--- src/rtl/sbu_pkg.sv ---
package sbu_pkg;

    localparam int INSTR_W = 16;
    localparam int DATA_W  = 8;
    localparam int REG_AW  = 5;
    localparam int BIT_AW  = $clog2(DATA_W);
    localparam int T_POS   = 6;

    typedef enum logic [2:0] {
        OP_NONE,
        OP_FSET,
        OP_FCLR,
        OP_TCAPTURE,
        OP_TINSERT,
        OP_SKIP
    } op_e;

    typedef struct packed {
        op_e               op;
        logic [REG_AW-1:0] reg_idx;
        logic [BIT_AW-1:0] bit_idx;
        logic              skip_pol;
    } dec_t;

    typedef enum logic [1:0] {
        PH_IDLE,
        PH_WRITE,
        PH_SKIP
    } phase_e;

endpackage

--- src/rtl/sbu_decode.sv ---
module sbu_decode
    import sbu_pkg::*;
(
    input  logic [INSTR_W-1:0] word,
    output dec_t               dec
);

    logic is_flag_form;
    logic is_reg_form_low;

    always_comb begin
        is_flag_form    = (word[15:8] == 8'b1001_0100) && (word[3:0] == 4'b1000);
        is_reg_form_low = (word[3] == 1'b0);
    end

    always_comb begin
        dec          = '0;
        dec.op       = OP_NONE;
        dec.reg_idx  = word[8:4];
        dec.skip_pol = word[9];
        dec.bit_idx  = word[2:0];
        if (is_flag_form) begin
            dec.bit_idx = word[6:4];
            dec.op      = word[7] ? OP_FCLR : OP_FSET;
        end else if (is_reg_form_low) begin
            unique case (word[15:9])
                7'b1111101: dec.op = OP_TCAPTURE;
                7'b1111100: dec.op = OP_TINSERT;
                7'b1111110,
                7'b1111111: dec.op = OP_SKIP;
                default:    dec.op = OP_NONE;
            endcase
        end
    end

endmodule

--- src/rtl/sbu_bitops.sv ---
module sbu_bitops
    import sbu_pkg::*;
#(
    parameter int W  = DATA_W,
    localparam int AW = $clog2(W)
) (
    input  logic [W-1:0]  operand,
    input  logic [AW-1:0] pos,
    input  logic          t_in,
    output logic          picked,
    output logic [W-1:0]  merged
);

    always_comb picked = operand[pos];

    for (genvar i = 0; i < W; i++) begin : g_lane
        always_comb merged[i] = (pos == AW'(i)) ? t_in : operand[i];
    end

endmodule

--- src/rtl/sbu_flags.sv ---
module sbu_flags
    import sbu_pkg::*;
#(
    parameter int W  = DATA_W,
    parameter int TP = T_POS,
    localparam int AW = $clog2(W)
) (
    input  logic          clk,
    input  logic          rst_n,
    input  logic          cmd_valid,
    input  op_e           cmd_op,
    input  logic [AW-1:0] cmd_sel,
    input  logic          t_new,
    output logic [W-1:0]  flags_q
);

    logic [W-1:0] flags_d;

    for (genvar i = 0; i < W; i++) begin : g_slice
        logic hit;
        always_comb begin
            hit        = (cmd_sel == AW'(i));
            flags_d[i] = flags_q[i];
            if (cmd_valid) begin
                if (cmd_op == OP_FSET && hit)
                    flags_d[i] = 1'b1;
                else if (cmd_op == OP_FCLR && hit)
                    flags_d[i] = 1'b0;
                else if (cmd_op == OP_TCAPTURE && i == TP)
                    flags_d[i] = t_new;
            end
        end
    end

    always_ff @(posedge clk or negedge rst_n) begin
        if (!rst_n) flags_q <= '0;
        else        flags_q <= flags_d;
    end

    AST_SET_HITS_TARGET: assert property (@(posedge clk) disable iff (!rst_n)
        (cmd_valid && cmd_op == OP_FSET) |=> flags_q[$past(cmd_sel)]) else $error("set");
    AST_CLR_HITS_TARGET: assert property (@(posedge clk) disable iff (!rst_n)
        (cmd_valid && cmd_op == OP_FCLR) |=> !flags_q[$past(cmd_sel)]) else $error("clr");
    AST_CAPTURE_ONLY_T: assert property (@(posedge clk) disable iff (!rst_n)
        (cmd_valid && cmd_op == OP_TCAPTURE) |=>
            (((flags_q ^ $past(flags_q)) & ~(W'(1) << TP)) == '0)) else $error("cap");
    AST_IDLE_HOLDS_FLAGS: assert property (@(posedge clk) disable iff (!rst_n)
        !cmd_valid |=> $stable(flags_q)) else $error("idle");

endmodule

--- src/rtl/sbu_top.sv ---
module sbu_top
    import sbu_pkg::*;
(
    input  logic               clk,
    input  logic               rst_n,
    input  logic               instr_valid,
    input  logic [INSTR_W-1:0] instr,
    output logic [REG_AW-1:0]  rf_raddr,
    input  logic [DATA_W-1:0]  rf_rdata,
    output logic               wb_en,
    output logic [REG_AW-1:0]  wb_addr,
    output logic [DATA_W-1:0]  wb_data,
    output logic [DATA_W-1:0]  sreg,
    output logic               skip_req
);

    dec_t              dec;
    logic              bit_sel;
    logic [DATA_W-1:0] ins_val;
    logic              skip_hit;
    phase_e            phase_q, phase_d;
    logic [REG_AW-1:0] wb_addr_q;
    logic [DATA_W-1:0] wb_data_q;

    sbu_decode u_dec (
        .word (instr),
        .dec  (dec)
    );

    always_comb rf_raddr = dec.reg_idx;

    sbu_bitops #(.W(DATA_W)) u_bits (
        .operand (rf_rdata),
        .pos     (dec.bit_idx),
        .t_in    (sreg[T_POS]),
        .picked  (bit_sel),
        .merged  (ins_val)
    );

    sbu_flags #(.W(DATA_W), .TP(T_POS)) u_flags (
        .clk       (clk),
        .rst_n     (rst_n),
        .cmd_valid (instr_valid),
        .cmd_op    (dec.op),
        .cmd_sel   (dec.bit_idx),
        .t_new     (bit_sel),
        .flags_q   (sreg)
    );

    always_comb skip_hit = (dec.op == OP_SKIP) && (bit_sel == dec.skip_pol);

    // next-phase selection
    always_comb begin
        phase_d = PH_IDLE;
        if (instr_valid) begin
            unique case (dec.op)
                OP_TINSERT: phase_d = PH_WRITE;
                OP_SKIP:    phase_d = skip_hit ? PH_SKIP : PH_IDLE;
                default:    phase_d = PH_IDLE;
            endcase
        end
    end

    // state register
    always_ff @(posedge clk or negedge rst_n) begin
        if (!rst_n) phase_q <= PH_IDLE;
        else        phase_q <= phase_d;
    end

    always_ff @(posedge clk or negedge rst_n) begin
        if (!rst_n) begin
            wb_addr_q <= '0;
            wb_data_q <= '0;
        end else if (instr_valid && dec.op == OP_TINSERT) begin
            wb_addr_q <= dec.reg_idx;
            wb_data_q <= ins_val;
        end
    end

    // outputs from phase
    always_comb begin
        wb_en    = 1'b0;
        skip_req = 1'b0;
        unique case (phase_q)
            PH_WRITE: wb_en    = 1'b1;
            PH_SKIP:  skip_req = 1'b1;
            default:  ;
        endcase
        wb_addr = wb_addr_q;
        wb_data = wb_data_q;
    end

    AST_INSERT_KEEPS_FLAGS: assert property (@(posedge clk) disable iff (!rst_n)
        (instr_valid && dec.op == OP_TINSERT) |=> (wb_en && $stable(sreg))) else $error("ins");
    AST_SKIP_FROM_INSTR: assert property (@(posedge clk) disable iff (!rst_n)
        skip_req |-> ($past(instr_valid) && !wb_en)) else $error("skip");
    AST_NONE_IGNORED: assert property (@(posedge clk) disable iff (!rst_n)
        (instr_valid && dec.op == OP_NONE) |=> (!wb_en && !skip_req && $stable(sreg))) else $error("none");
    AST_PULSE_SINGLE: assert property (@(posedge clk) disable iff (!rst_n)
        wb_en |=> (!wb_en || $past(instr_valid))) else $error("pulse");
    AST_RESET_QUIET: assert property (@(posedge clk)
        !rst_n |-> (sreg == '0 && !wb_en && !skip_req)) else $error("rst");

endmodule

--- config.mk ---
export PLATFORM = sky130hd
export DESIGN_NAME = sbu_top
export DESIGN_NICKNAME = d
export VERILOG_FILES = /design/src/rtl/sbu_pkg.sv /design/src/rtl/sbu_decode.sv /design/src/rtl/sbu_bitops.sv /design/src/rtl/sbu_flags.sv /design/src/rtl/sbu_top.sv
export SDC_FILE = /design/constraint.sdc
export NUM_CORES = 1
export LEC_CHECK = 0
export ABC_AREA = 1
export BUFFER_PORTS_ARGS = -buffer_cell sky130_fd_sc_hd__buf_4
export CAP_MARGIN = 10
export CORE_ASPECT_RATIO = 0.75
export CORE_MARGIN = 3
export CORE_UTILIZATION = 25
export DETAILED_ROUTE_END_ITERATION = 7
export MAX_ROUTING_LAYER = met4
export PLACE_DENSITY = 0.49
export SKIP_LAST_GASP = 1
export SLEW_MARGIN = 20
export SYNTH_ARGS = -nofsm -noshare
export SYNTH_HDL_FRONTEND = slang
export SYNTH_HIERARCHICAL = 1
export SYNTH_SLANG_ARGS = --single-unit
export TNS_END_PERCENT = 10
--- constraint.sdc ---
create_clock -name clk -period 0.9 [get_ports clk]
set_input_delay 0.045 -clock clk [delete_from_list [all_inputs] [get_ports clk]]
set_output_delay 0.045 -clock clk [all_outputs]
set_load 0.05 [all_outputs]
==> flow_summary.toml <==
[pwr]
power.leakage_nw = 1.34
switching_power_summed_over_all_nets_mw = 1.05
power.density_mw_per_mm2 = 1110
clock_power_share_pct = 23.3
power_switching_share_pct = 36.8
power.share.combinational_pct = 36.2
cellInternalPower_mw = 1.79
peakVddDrop_uv = 462
seq_power_share_pct = 40.5

[setup_path]
worstPathCellList = "buf_4 -> nand2_2 -> inv_2 -> nand2_4 -> buf_4 -> buf_6 -> nor2_4 -> nand3_2 -> nand2_4 -> buf_6 -> nor2_4 -> nand2_2 -> nand2_1 -> nand2_1"
cp_slowest_cell = "nor2_4"
critical-path-top-delay-family = "simple AND/OR/NAND/NOR gates"
startpoint_type = "input pin"
critPathCaptureType = "register"
arrival_ns = 1.37
timing.critical_path.from = "instr[3]"
r2r-end = "wb_data[3]$_DFFE_PN0P_"
crit_required_ns = 1.07
reg2reg_setup_slack_ns = -0.08
timing.rr.start = "u_flags/flags_q[6]$_DFFE_PN0P_"
critPathKind = "input pin to register"
critical_path_buf_inv_count = 5
critPathMaxStageDelay_ns = 0.20
timing.reg2reg.worst_path_depth = 4
critPathMaxFanout = 7

[routing]
vias_per_cell = 4.42
drtIter0Drc = 69
remaining_drc_errors = 0
drt_pre_antenna_iters = 4
detail_route.wirelength_um = 4840
via_count = 1712
final_antenna_net_count = 0
routed_wire_length_per_instance_um = 12.5

[global_route]
grt.total_usage_pct = 14.1
globalRouteOverflowTotal = 0
grt_pass1_wl_um = 7650
first_global_vias = 1600
antenna_found_initial = 0
grt_max_degree = 24

[timing]
finalClockSkew_ns = 0.00657
final.setup.worst_slack_ns = -0.301
drv_slew = 0
timing.fmax_ghz = 0.833
setup_violations = 31
max_slew_margin_pct = 78.7
layout_worst_path_cycle_share_pct = 133
hold_violations = 0
finalCriticalPeriod_ns = 1.20
tightest_slew_ns = 0.320
grt_setup_unrepaired = "true"

[synth]
synth_fp_nets = 256
post_synth_num_cell_types = 21
synth-seq-cells = 23
synthesis.area_mm2 = 0.00153
ys_seq_area_share_pct = 37.5
synthesis.instances = 229
syn-mean-instance-area_um2 = 6.70
synth.yosys.warnings = 6

[floorplanning]
core.rowCount = 24
effective_utilization_at_floorplan_pct = 26.1
number_of_top_level_design_ports = 55
die_h_um = 73.8
die_width_um = 96.5
dieArea_mm2 = 0.00712
fp.coreArea_mm2 = 0.00589

[run_status]
failing_checks = "negative setup slack"
outcome = "finished, violations left"

[place]
preCtsSetupSlack_ns = -0.688
dp_hpwl_um = 3570
globalplace.congestion = 0.836
port_buffers = 54
area_after_dpl_mm2 = 0.00218

[worst_hold_path]
worstHoldStart = "instr[8]"
tightest_hold_check_type = "input pin to register"
whs_path_cells = 3
whs_endpoint = "wb_addr[4]$_DFFE_PN0P_"

[cells_and_area]
final_layout_size_suffix_gt1_share_pct = 48.5
area_growth_syn_to_layout_pct = 67.2
layout.nets = 337
layout.cells.most_common_list = "69 x buf_4, 62 x nand2_1, 24 x nand3_1"
diodes = 0
final_area_mm2 = 0.00256
num-fill-cells = 611
layout.cells.most_common = "buf_4"

[clock_network]
latest_clock_arrival_within_the_worst_skew_pair_ns = 0.27
maximum_level_of_the_cts_h_tree = 1
cts_sinks = 23
cts_root_buf = "clkbuf_8"
cts-root-to-sink-buffers = 2
cts_tree = "yes"
worst_setup_hold_path_clk_slew_ns = 0.09
cts_inserted_buffers = 3

[job]
maxCapViolations = 0
logic make-up (layout without fill, tap and decap cells):
logic type / Yosys count / in the layout / share of synthesized area [%]
AOI/OAI and AO/OA: 25 / 25 / 8.48
buffers and inverters: 39 / 118 / 13.4
DFF: 23 / 23 / 37.5
and+or+nand+nor: 142 / 143 / 40.6
worst reg2reg max path, delay by kind of cell (launching register included):
family                 cells  cell delay (ns)
DFF                        1             0.39
buffers and inverters      1             0.22
and+or+nand+nor            2             0.14
AOI/OAI and AO/OA          1             0.13
cell type report:
type / count / area (um2) / area share, %
Multi-Input combinational cell: 168 / 1000 / 39.1
Timing Repair Buffer: 86 / 729 / 28.4
Sequential cell: 23 / 576 / 22.4
Inverter: 28 / 113 / 4.39
Tap cell: 78 / 97.6 / 3.80
Clock buffer: 3 / 41.3 / 1.61
Clock inverter: 1 / 5.00 / 0.195
through the flow:
stage / utilization, % / power, mW / hold slack [ns] / setup TNS, ns / std cells
2_1_floorplan: - / 1.73 / -0.251 / -5.95 / 229
3_3_place_gp: 37.1 / 2.09 / -0.0306 / -12.41 / 375
3_5_place_dp: 37.1 / 2.10 / -0.0290 / -12.72 / 375
4_1_cts: 39.3 / 2.82 / 0.0120 / -4.32 / 381
5_1_grt: 43.6 / 3.02 / 0.0394 / -8.70 / 387
6_report: 43.6 / 2.84 / 0.0174 / -6.03 / 387
repair_timing:
item,4_1_cts,5_1_grt
gates cloned,1,0
hold buffers,1,0
endpoints found under the setup margin,41,46
pin swaps,19,30
endpoints found under the hold margin,23,0
resized for setup,19,58
setup buffers,0,6
worst max-delay path by stage:
stage / endpoint / slack (ns) / cells past startpoint
floorplan: u_flags/flags_q[6]$_DFFE_PN0P_ / -0.41 / 17
finish: wb_addr[4]$_DFFE_PN0P_ / -0.30 / 14
global route: u_flags/flags_q[6]$_DFFE_PN0P_ / -0.40 / 18
CTS: u_flags/flags_q[6]$_DFFE_PN0P_ / -0.27 / 17
detailed placement: u_flags/flags_q[6]$_DFFE_PN0P_ / -0.69 / 15
global placement: u_flags/flags_q[6]$_DFFE_PN0P_ / -0.65 / 15
synth_stat cells:
library cell / n / share of area (%)
inv_2: 2 / 0.49
nor2_4: 2 / 1.5
o31ai_1: 1 / 0.49
o211ai_1: 1 / 0.49
dfrtp_1: 23 / 38
nor2_2: 2 / 0.82
nand3_2: 1 / 0.65
buf_4: 6 / 2.9
nand3_1: 33 / 11
buf_2: 1 / 0.33
inv_6: 1 / 0.57
clkinv_1: 1 / 0.24
nor2_1: 17 / 4.2
nand4_1: 1 / 0.41
nand2_2: 5 / 2.0
inv_1: 24 / 5.9
nand2_4: 1 / 0.73
nand2_1: 80 / 20
buf_6: 4 / 2.9
o21ai_1: 5 / 1.6
o21ai_0: 18 / 5.9
layer usage:
layer	wire length (um)	part of all wire [%]	track usage (%)	vias up
met5	0	0	-	-
met4	25	0.52	1.40	0
met3	305	6.3	2.87	4
met2	2160	45	21.9	52
met1	2350	49	19.6	775
li1	-	-	-	881
registers in the layout, indices dropped and copies added (netlist names):
| register | count |
|---|---|
| wb_addr | 5 |
| phase_q | 2 |
| u_flags/flags_q | 8 |
| wb_data | 8 |
power groups by stage:
stage / Combinational, mW / Sequential, mW / Clock [mW]
after floorplan: 0.293 / 1.43 / 0
after global placement: 0.923 / 1.17 / 0
after detailed placement: 0.929 / 1.17 / 0
after CTS: 0.965 / 1.15 / 0.708
after global routing: 1.12 / 1.16 / 0.737
final: 1.03 / 1.15 / 0.660
No activity file was read; power rests on OpenSTA's default activity.
